[src/rtl/bprx_pkg.sv]
`timescale 1ns/1ps
package bprx_pkg;

    localparam int SPAN_THREE = 3;
    localparam int SPAN_FOUR  = 4;
    localparam int PIPE_DEPTH = (SPAN_FOUR > SPAN_THREE) ? SPAN_FOUR : SPAN_THREE;
    localparam int BAL_IDX_THREE = SPAN_THREE - 2;
    localparam int BAL_IDX_FOUR  = SPAN_FOUR - 2;
    localparam int LANE_COUNT = 2;

    typedef enum logic [1:0] {
        POL_NONE = 2'd0,
        POL_POS  = 2'd1,
        POL_NEG  = 2'd2
    } pol_state_e;

    typedef struct packed {
        logic dat;
        logic flg;
        logic rp;
        logic rn;
    } stage_t;

endpackage

[src/rtl/bprx_polarity.sv]
`timescale 1ns/1ps
module bprx_polarity
    import bprx_pkg::*;
(
    input  logic clk,
    input  logic rst_n,
    input  logic sym_pos,
    input  logic sym_neg,
    output logic viol
);

    pol_state_e state_q;
    pol_state_e state_d;
    logic       lone_pos;
    logic       lone_neg;

    assign lone_pos = sym_pos && !sym_neg;
    assign lone_neg = sym_neg && !sym_pos;

    // state register
    always_ff @(posedge clk or negedge rst_n) begin
        if (!rst_n) begin
            state_q <= POL_NONE;
        end else begin
            state_q <= state_d;
        end
    end

    // next state: lone marks move the tracker, anything else holds it
    always_comb begin
        state_d = state_q;
        unique case (state_q)
            POL_NONE,
            POL_POS,
            POL_NEG: begin
                if (lone_pos) begin
                    state_d = POL_POS;
                end else if (lone_neg) begin
                    state_d = POL_NEG;
                end
            end
            default: state_d = POL_NONE;
        endcase
    end

    // output: a lone mark repeating the tracked sign is a violation
    always_comb begin
        viol = 1'b0;
        unique case (state_q)
            POL_NONE: viol = 1'b0;
            POL_POS:  viol = lone_pos;
            POL_NEG:  viol = lone_neg;
            default:  viol = 1'b0;
        endcase
    end

endmodule

[src/rtl/bprx_decode.sv]
`timescale 1ns/1ps
module bprx_decode
    import bprx_pkg::*;
#(
    parameter int DEPTH     = PIPE_DEPTH,
    parameter int BAL_THREE = BAL_IDX_THREE,
    parameter int BAL_FOUR  = BAL_IDX_FOUR
) (
    input  logic   clk,
    input  logic   rst_n,
    input  logic   e3_mode,
    input  logic   sym_pos,
    input  logic   sym_neg,
    input  logic   viol,
    output stage_t tail
);

    stage_t pipe_q [DEPTH];
    stage_t pipe_d [DEPTH];

    logic has_mark;
    logic both_marks;
    logic prior1_empty;
    logic prior2_empty;
    logic sub_ok;
    int   bal_idx;

    always_comb begin
        has_mark     = sym_pos || sym_neg;
        both_marks   = sym_pos && sym_neg;
        prior1_empty = !(pipe_q[0].rp || pipe_q[0].rn);
        prior2_empty = !(pipe_q[1].rp || pipe_q[1].rn);
        sub_ok       = viol && prior1_empty && (!e3_mode || prior2_empty);
        bal_idx      = e3_mode ? BAL_FOUR : BAL_THREE;

        pipe_d[0].dat = has_mark && !sub_ok;
        pipe_d[0].flg = both_marks || (viol && !sub_ok);
        pipe_d[0].rp  = sym_pos;
        pipe_d[0].rn  = sym_neg;

        for (int i = 1; i < DEPTH; i++) begin
            pipe_d[i] = pipe_q[i-1];
            // cancel the balancing mark of a substitution, never a flagged bit
            if (sub_ok && ((i - 1) == bal_idx) && !pipe_q[i-1].flg) begin
                pipe_d[i].dat = 1'b0;
            end
        end
    end

    always_ff @(posedge clk or negedge rst_n) begin
        if (!rst_n) begin
            for (int i = 0; i < DEPTH; i++) begin
                pipe_q[i] <= '0;
            end
        end else begin
            for (int i = 0; i < DEPTH; i++) begin
                pipe_q[i] <= pipe_d[i];
            end
        end
    end

    assign tail = pipe_q[DEPTH-1];

endmodule

[src/rtl/bprx_edge_out.sv]
`timescale 1ns/1ps
module bprx_edge_out #(
    parameter int WIDTH = bprx_pkg::LANE_COUNT
) (
    input  logic             clk,
    input  logic             rst_n,
    input  logic             clk_inv,
    input  logic             out_en_n,
    input  logic [WIDTH-1:0] fmt,
    output logic [WIDTH-1:0] lanes,
    output logic [WIDTH-1:0] lanes_oe,
    output logic             clk_fwd,
    output logic             clk_fwd_oe
);

    logic [WIDTH-1:0] fall_q;
    logic [WIDTH-1:0] rise_q;

    always_ff @(negedge clk or negedge rst_n) begin
        if (!rst_n) begin
            fall_q <= '0;
        end else begin
            fall_q <= fmt;
        end
    end

    always_ff @(posedge clk or negedge rst_n) begin
        if (!rst_n) begin
            rise_q <= '0;
        end else begin
            rise_q <= fmt;
        end
    end

    genvar g;
    generate
        for (g = 0; g < WIDTH; g++) begin : g_lane
            assign lanes[g]    = clk_inv ? rise_q[g] : fall_q[g];
            assign lanes_oe[g] = !out_en_n;
        end
    endgenerate

    assign clk_fwd    = clk;
    assign clk_fwd_oe = !out_en_n;

endmodule

[src/rtl/bipolar_rx_formatter.sv]
`timescale 1ns/1ps
module bipolar_rx_formatter
    import bprx_pkg::*;
(
    input  logic clk,
    input  logic rst_n,
    input  logic rx_pos,
    input  logic rx_neg,
    input  logic bin_mode,
    input  logic e3_mode,
    input  logic clk_inv,
    input  logic out_en_n,
    output logic lane_a,
    output logic lane_b,
    output logic lane_a_oe,
    output logic lane_b_oe,
    output logic clk_out,
    output logic clk_oe
);

    logic                  viol;
    stage_t                tail;
    logic [LANE_COUNT-1:0] fmt;
    logic [LANE_COUNT-1:0] lanes;
    logic [LANE_COUNT-1:0] lanes_oe;

    bprx_polarity u_pol (
        .clk     (clk),
        .rst_n   (rst_n),
        .sym_pos (rx_pos),
        .sym_neg (rx_neg),
        .viol    (viol)
    );

    bprx_decode u_dec (
        .clk     (clk),
        .rst_n   (rst_n),
        .e3_mode (e3_mode),
        .sym_pos (rx_pos),
        .sym_neg (rx_neg),
        .viol    (viol),
        .tail    (tail)
    );

    always_comb begin
        fmt[0] = bin_mode ? tail.dat : tail.rp;
        fmt[1] = bin_mode ? tail.flg : tail.rn;
    end

    bprx_edge_out #(.WIDTH(LANE_COUNT)) u_out (
        .clk        (clk),
        .rst_n      (rst_n),
        .clk_inv    (clk_inv),
        .out_en_n   (out_en_n),
        .fmt        (fmt),
        .lanes      (lanes),
        .lanes_oe   (lanes_oe),
        .clk_fwd    (clk_out),
        .clk_fwd_oe (clk_oe)
    );

    assign lane_a    = lanes[0];
    assign lane_b    = lanes[1];
    assign lane_a_oe = lanes_oe[0];
    assign lane_b_oe = lanes_oe[1];

endmodule

[config.mk]
export PLATFORM = sky130hd
export DESIGN_NAME = bipolar_rx_formatter
export DESIGN_NICKNAME = d
export VERILOG_FILES = /design/src/rtl/bprx_pkg.sv /design/src/rtl/bprx_polarity.sv /design/src/rtl/bprx_decode.sv /design/src/rtl/bprx_edge_out.sv /design/src/rtl/bipolar_rx_formatter.sv
export SDC_FILE = /design/constraint.sdc
export NUM_CORES = 1
export LEC_CHECK = 0
export BUFFER_PORTS_ARGS = -buffer_cell sky130_fd_sc_hd__clkbuf_2
export CORE_MARGIN = 2
export CORE_UTILIZATION = 56
export CTS_CLUSTER_DIAMETER = 150
export DETAILED_ROUTE_END_ITERATION = 7
export HOLD_SLACK_MARGIN = 0.02
export PLACE_DENSITY = 0.79
export SETUP_SLACK_MARGIN = 0.02
export SLEW_MARGIN = 40
export SYNTH_ARGS = -nofsm -noshare
export SYNTH_HDL_FRONTEND = slang
export SYNTH_HIERARCHICAL = 1
export SYNTH_SLANG_ARGS = --single-unit
[constraint.sdc]
create_clock -name clk -period 2.5 [get_ports clk]
set_input_delay 0.25 -clock clk [delete_from_list [all_inputs] [get_ports clk]]
set_output_delay 0.25 -clock clk [all_outputs]
set_load 0.005 [all_outputs]
==> run summary <==
status: complete, no violations
hpwl dp: 894 um
post-synthesis cell area: 862 um^2
post-synth top area cell: dfrtp_1
setup bufs post-CTS: 0
largest net degree at the start of global routing: 18
detailed-router iteration count before antenna repair: 2
critical path arrival: 2240 ps
synth top area cells: dfrtp_1, ha_1, buf_4, dfrtn_1, mux2_2
Yosys reg bits: 22
Initial Util: 0.586
GRT overflow: 0
compound-gate portion of the synthesized area: 0.0610
simple-gate portion of the synthesized area: 0.0668
final non-filler cell total: 90
total power: 0.665 mW
Max clock buf depth: 2
Peak VDD IR: 0.000369 V
Post-DRT Antenna Nets: 0
H-tree level count: 1
Finished Cell Area: 943 um^2
final core utilization: 0.641
total negative slack: 0 ps
Hold WS: 111 ps
Reg clk slew, reported paths: 110 ps
combinational share of power: 0.113
startpoint types: flip-flop
measured slew at the worst slew-check pin: 248 ps
Area after DPL: 902 um^2
row cnt: 14
sequential share of the synthesized area: 0.639
setup violators final: 0
Sequential Power Share: 0.617
final wirelength: 1130 um
final hold vios: 0
number of synthesis warnings: 6
fill count: 125
max capacitance violation total: 0
Sw Ratio: 0.242
area delta synth->final: 9.43%
skew final: 3.32 ps
Crit Path Category: flip-flop to output port
post-synthesis adder-cell area fraction: 0.0871
Critical Path RT: 2250 ps
Overall Global Routing Usage: 0.148
post-synthesis cell count: 62
M1 wire length: 454 um
PwrDens: 705 nW/um^2
RSZ-0062 raised after global routing: true
routed wl met2: 626 um
I/O pin count: 14
CTS buffer count: 3
combinational family with the most area after synthesis: adder cells
mean routed wirelength per cell: 12.6 um
CP Max Fanout: 1
DR vias: 451
die height: 43.2 um
layout cell share with drive strength beyond 1: 0.324
P_leak: 0.469 nW
syn nets: 76
mux share of post-synthesis cell area: 0.0639
synth unique cells: 20
Via density: 5.01
clock share of power: 0.269
width of the die: 43.2 um
global placement routability congestion: 0.719
# port buffers: 13
vias in the first global route: 469
max layer used: met4
syn avg cell area: 13.9 um^2
Skew-Pair Late Insertion Delay: 290 ps
Synth Area in XOR/XNOR: 0
Placed Instances: 85
CTS tree: yes
Yosys top cell area share: 0.581
fin worst setup slack: 9.12 ps
DRC: 0
ANT cells: 0
first-pass GRT wire length: 1940 um
Pint: 0.504 mW
CP Capture Type: output port
DP Worst Slack: 330 ps
NetSw: 0.161 mW
HP Class: input pin to flip-flop
Final #Nets: 89
Clk Tree Root Cell: clkbuf_4
drt initial violations: 5
initial antenna violation count: 0
Core Region: 1470 um^2
Worst slew margin: 0.834
Die Area: 1870 um^2
met3 WL: 46 um
Pins Over Slew Limit: 0
==> power by group through the flow <==
stage | registers, mW | clock network (mW) | logic [mW]
final | 0.411 | 0.179 | 0.0755
after global routing | 0.415 | 0.201 | 0.0875
after CTS | 0.411 | 0.185 | 0.0757
after detailed placement | 0.418 | 0.0175 | 0.0741
after global placement | 0.415 | 0.0175 | 0.0710
after floorplan | 0.412 | 0.0259 | 0.0523
==> critical path, stage by stage (launching register included) <==
cell and delay [ps]:
dfrtn_1 330, mux2_4 260, clkbuf_2 110
==> cells by family after synthesis <==
logic type	Yosys count
AOI/OAI and AO/OA	8
adders and majority gates	6
buffers and inverters	12
DFF	22
muxes	5
and+or+nand+nor	9
==> worst paths after layout <==
path                                            from                        end  slack, ps  cells after the start
hold / removal                                rx_neg  u_dec/pipe_d[8]$_DFF_PN0_        110                      1
hold reg to reg            u_dec/pipe_d[0]$_DFF_PN0_    u_dec/tail[0]$_DFF_PN0_        370                      0
min in group asynchronous                      rst_n  u_out/rise_q[1]$_DFF_PN0_        290                      2
setup / recovery           u_out/fall_q[0]$_DFF_NN0_                     lane_a          9                      2
setup reg to reg             u_dec/tail[1]$_DFF_PN0_  u_out/fall_q[0]$_DFF_NN0_        450                      1
max in group asynchronous                      rst_n  u_out/fall_q[0]$_DFF_NN0_        890                      2
==> area by class of cell <==
cell class	instances	area [um^2]	share of cell area
Sequential cell	22	551	0.584
Clock buffer	5	32.5	0.0345
Timing Repair Buffer	14	77.6	0.0822
Inverter	5	18.8	0.0199
Multi-Input combinational cell	28	244	0.259
Tap cell	16	20.0	0.0212
==> routing by layer <==
metal,global-route usage,vias up
met4,0.0727,0
met2,0.266,9
met3,0.0255,2
met1,0.166,218
met5,0,-
li1,-,222
==> synth_stat cells, drive strengths merged <==
cell / n
a21boi: 2
nor4b: 1
nand3: 1
a22oi: 1
nor3b: 1
mux2: 4
mux2i: 1
inv: 5
o211ai: 1
ha: 6
nor2b: 1
a211oi: 1
dfrtp: 20
nor2: 4
dfrtn: 2
a21oi: 1
nand2: 1
o21ai: 2
buf: 7
==> repair_timing <==
item / 4_1_cts / 5_1_grt
setup endpoints to repair: 2 / 2
gates cloned: 0 / 0
gates resized for setup: 0 / 1
hold buffers: 1 / 0
hold endpoints to repair: 20 / 0
==> placed cells by master (no fill, tap or decap), drive strengths merged <==
cell type | Yosys | final
a211oi | 1 | 1
a21boi | 2 | 2
a21oi | 1 | 1
a22oi | 1 | 1
buf | 7 | 1
clkbuf | 0 | 17
dfrtn | 2 | 2
dfrtp | 20 | 20
dlygate4sd3 | 0 | 1
ha | 6 | 6
inv | 5 | 5
mux2 | 4 | 4
mux2i | 1 | 1
nand2 | 1 | 1
nand3 | 1 | 1
nor2 | 4 | 4
nor2b | 1 | 1
nor3b | 1 | 1
nor4b | 1 | 1
o211ai | 1 | 1
o21ai | 2 | 2
==> sequential cells by signal, summed over array words and instances, names as in the netlist <==
name           flops
u_pol/state_q      2
u_dec/pipe_q       3
u_dec/pipe_d       9
u_out/rise_q       2
u_dec/tail         4
u_out/fall_q       2
Power figures use the tool's default switching activity.
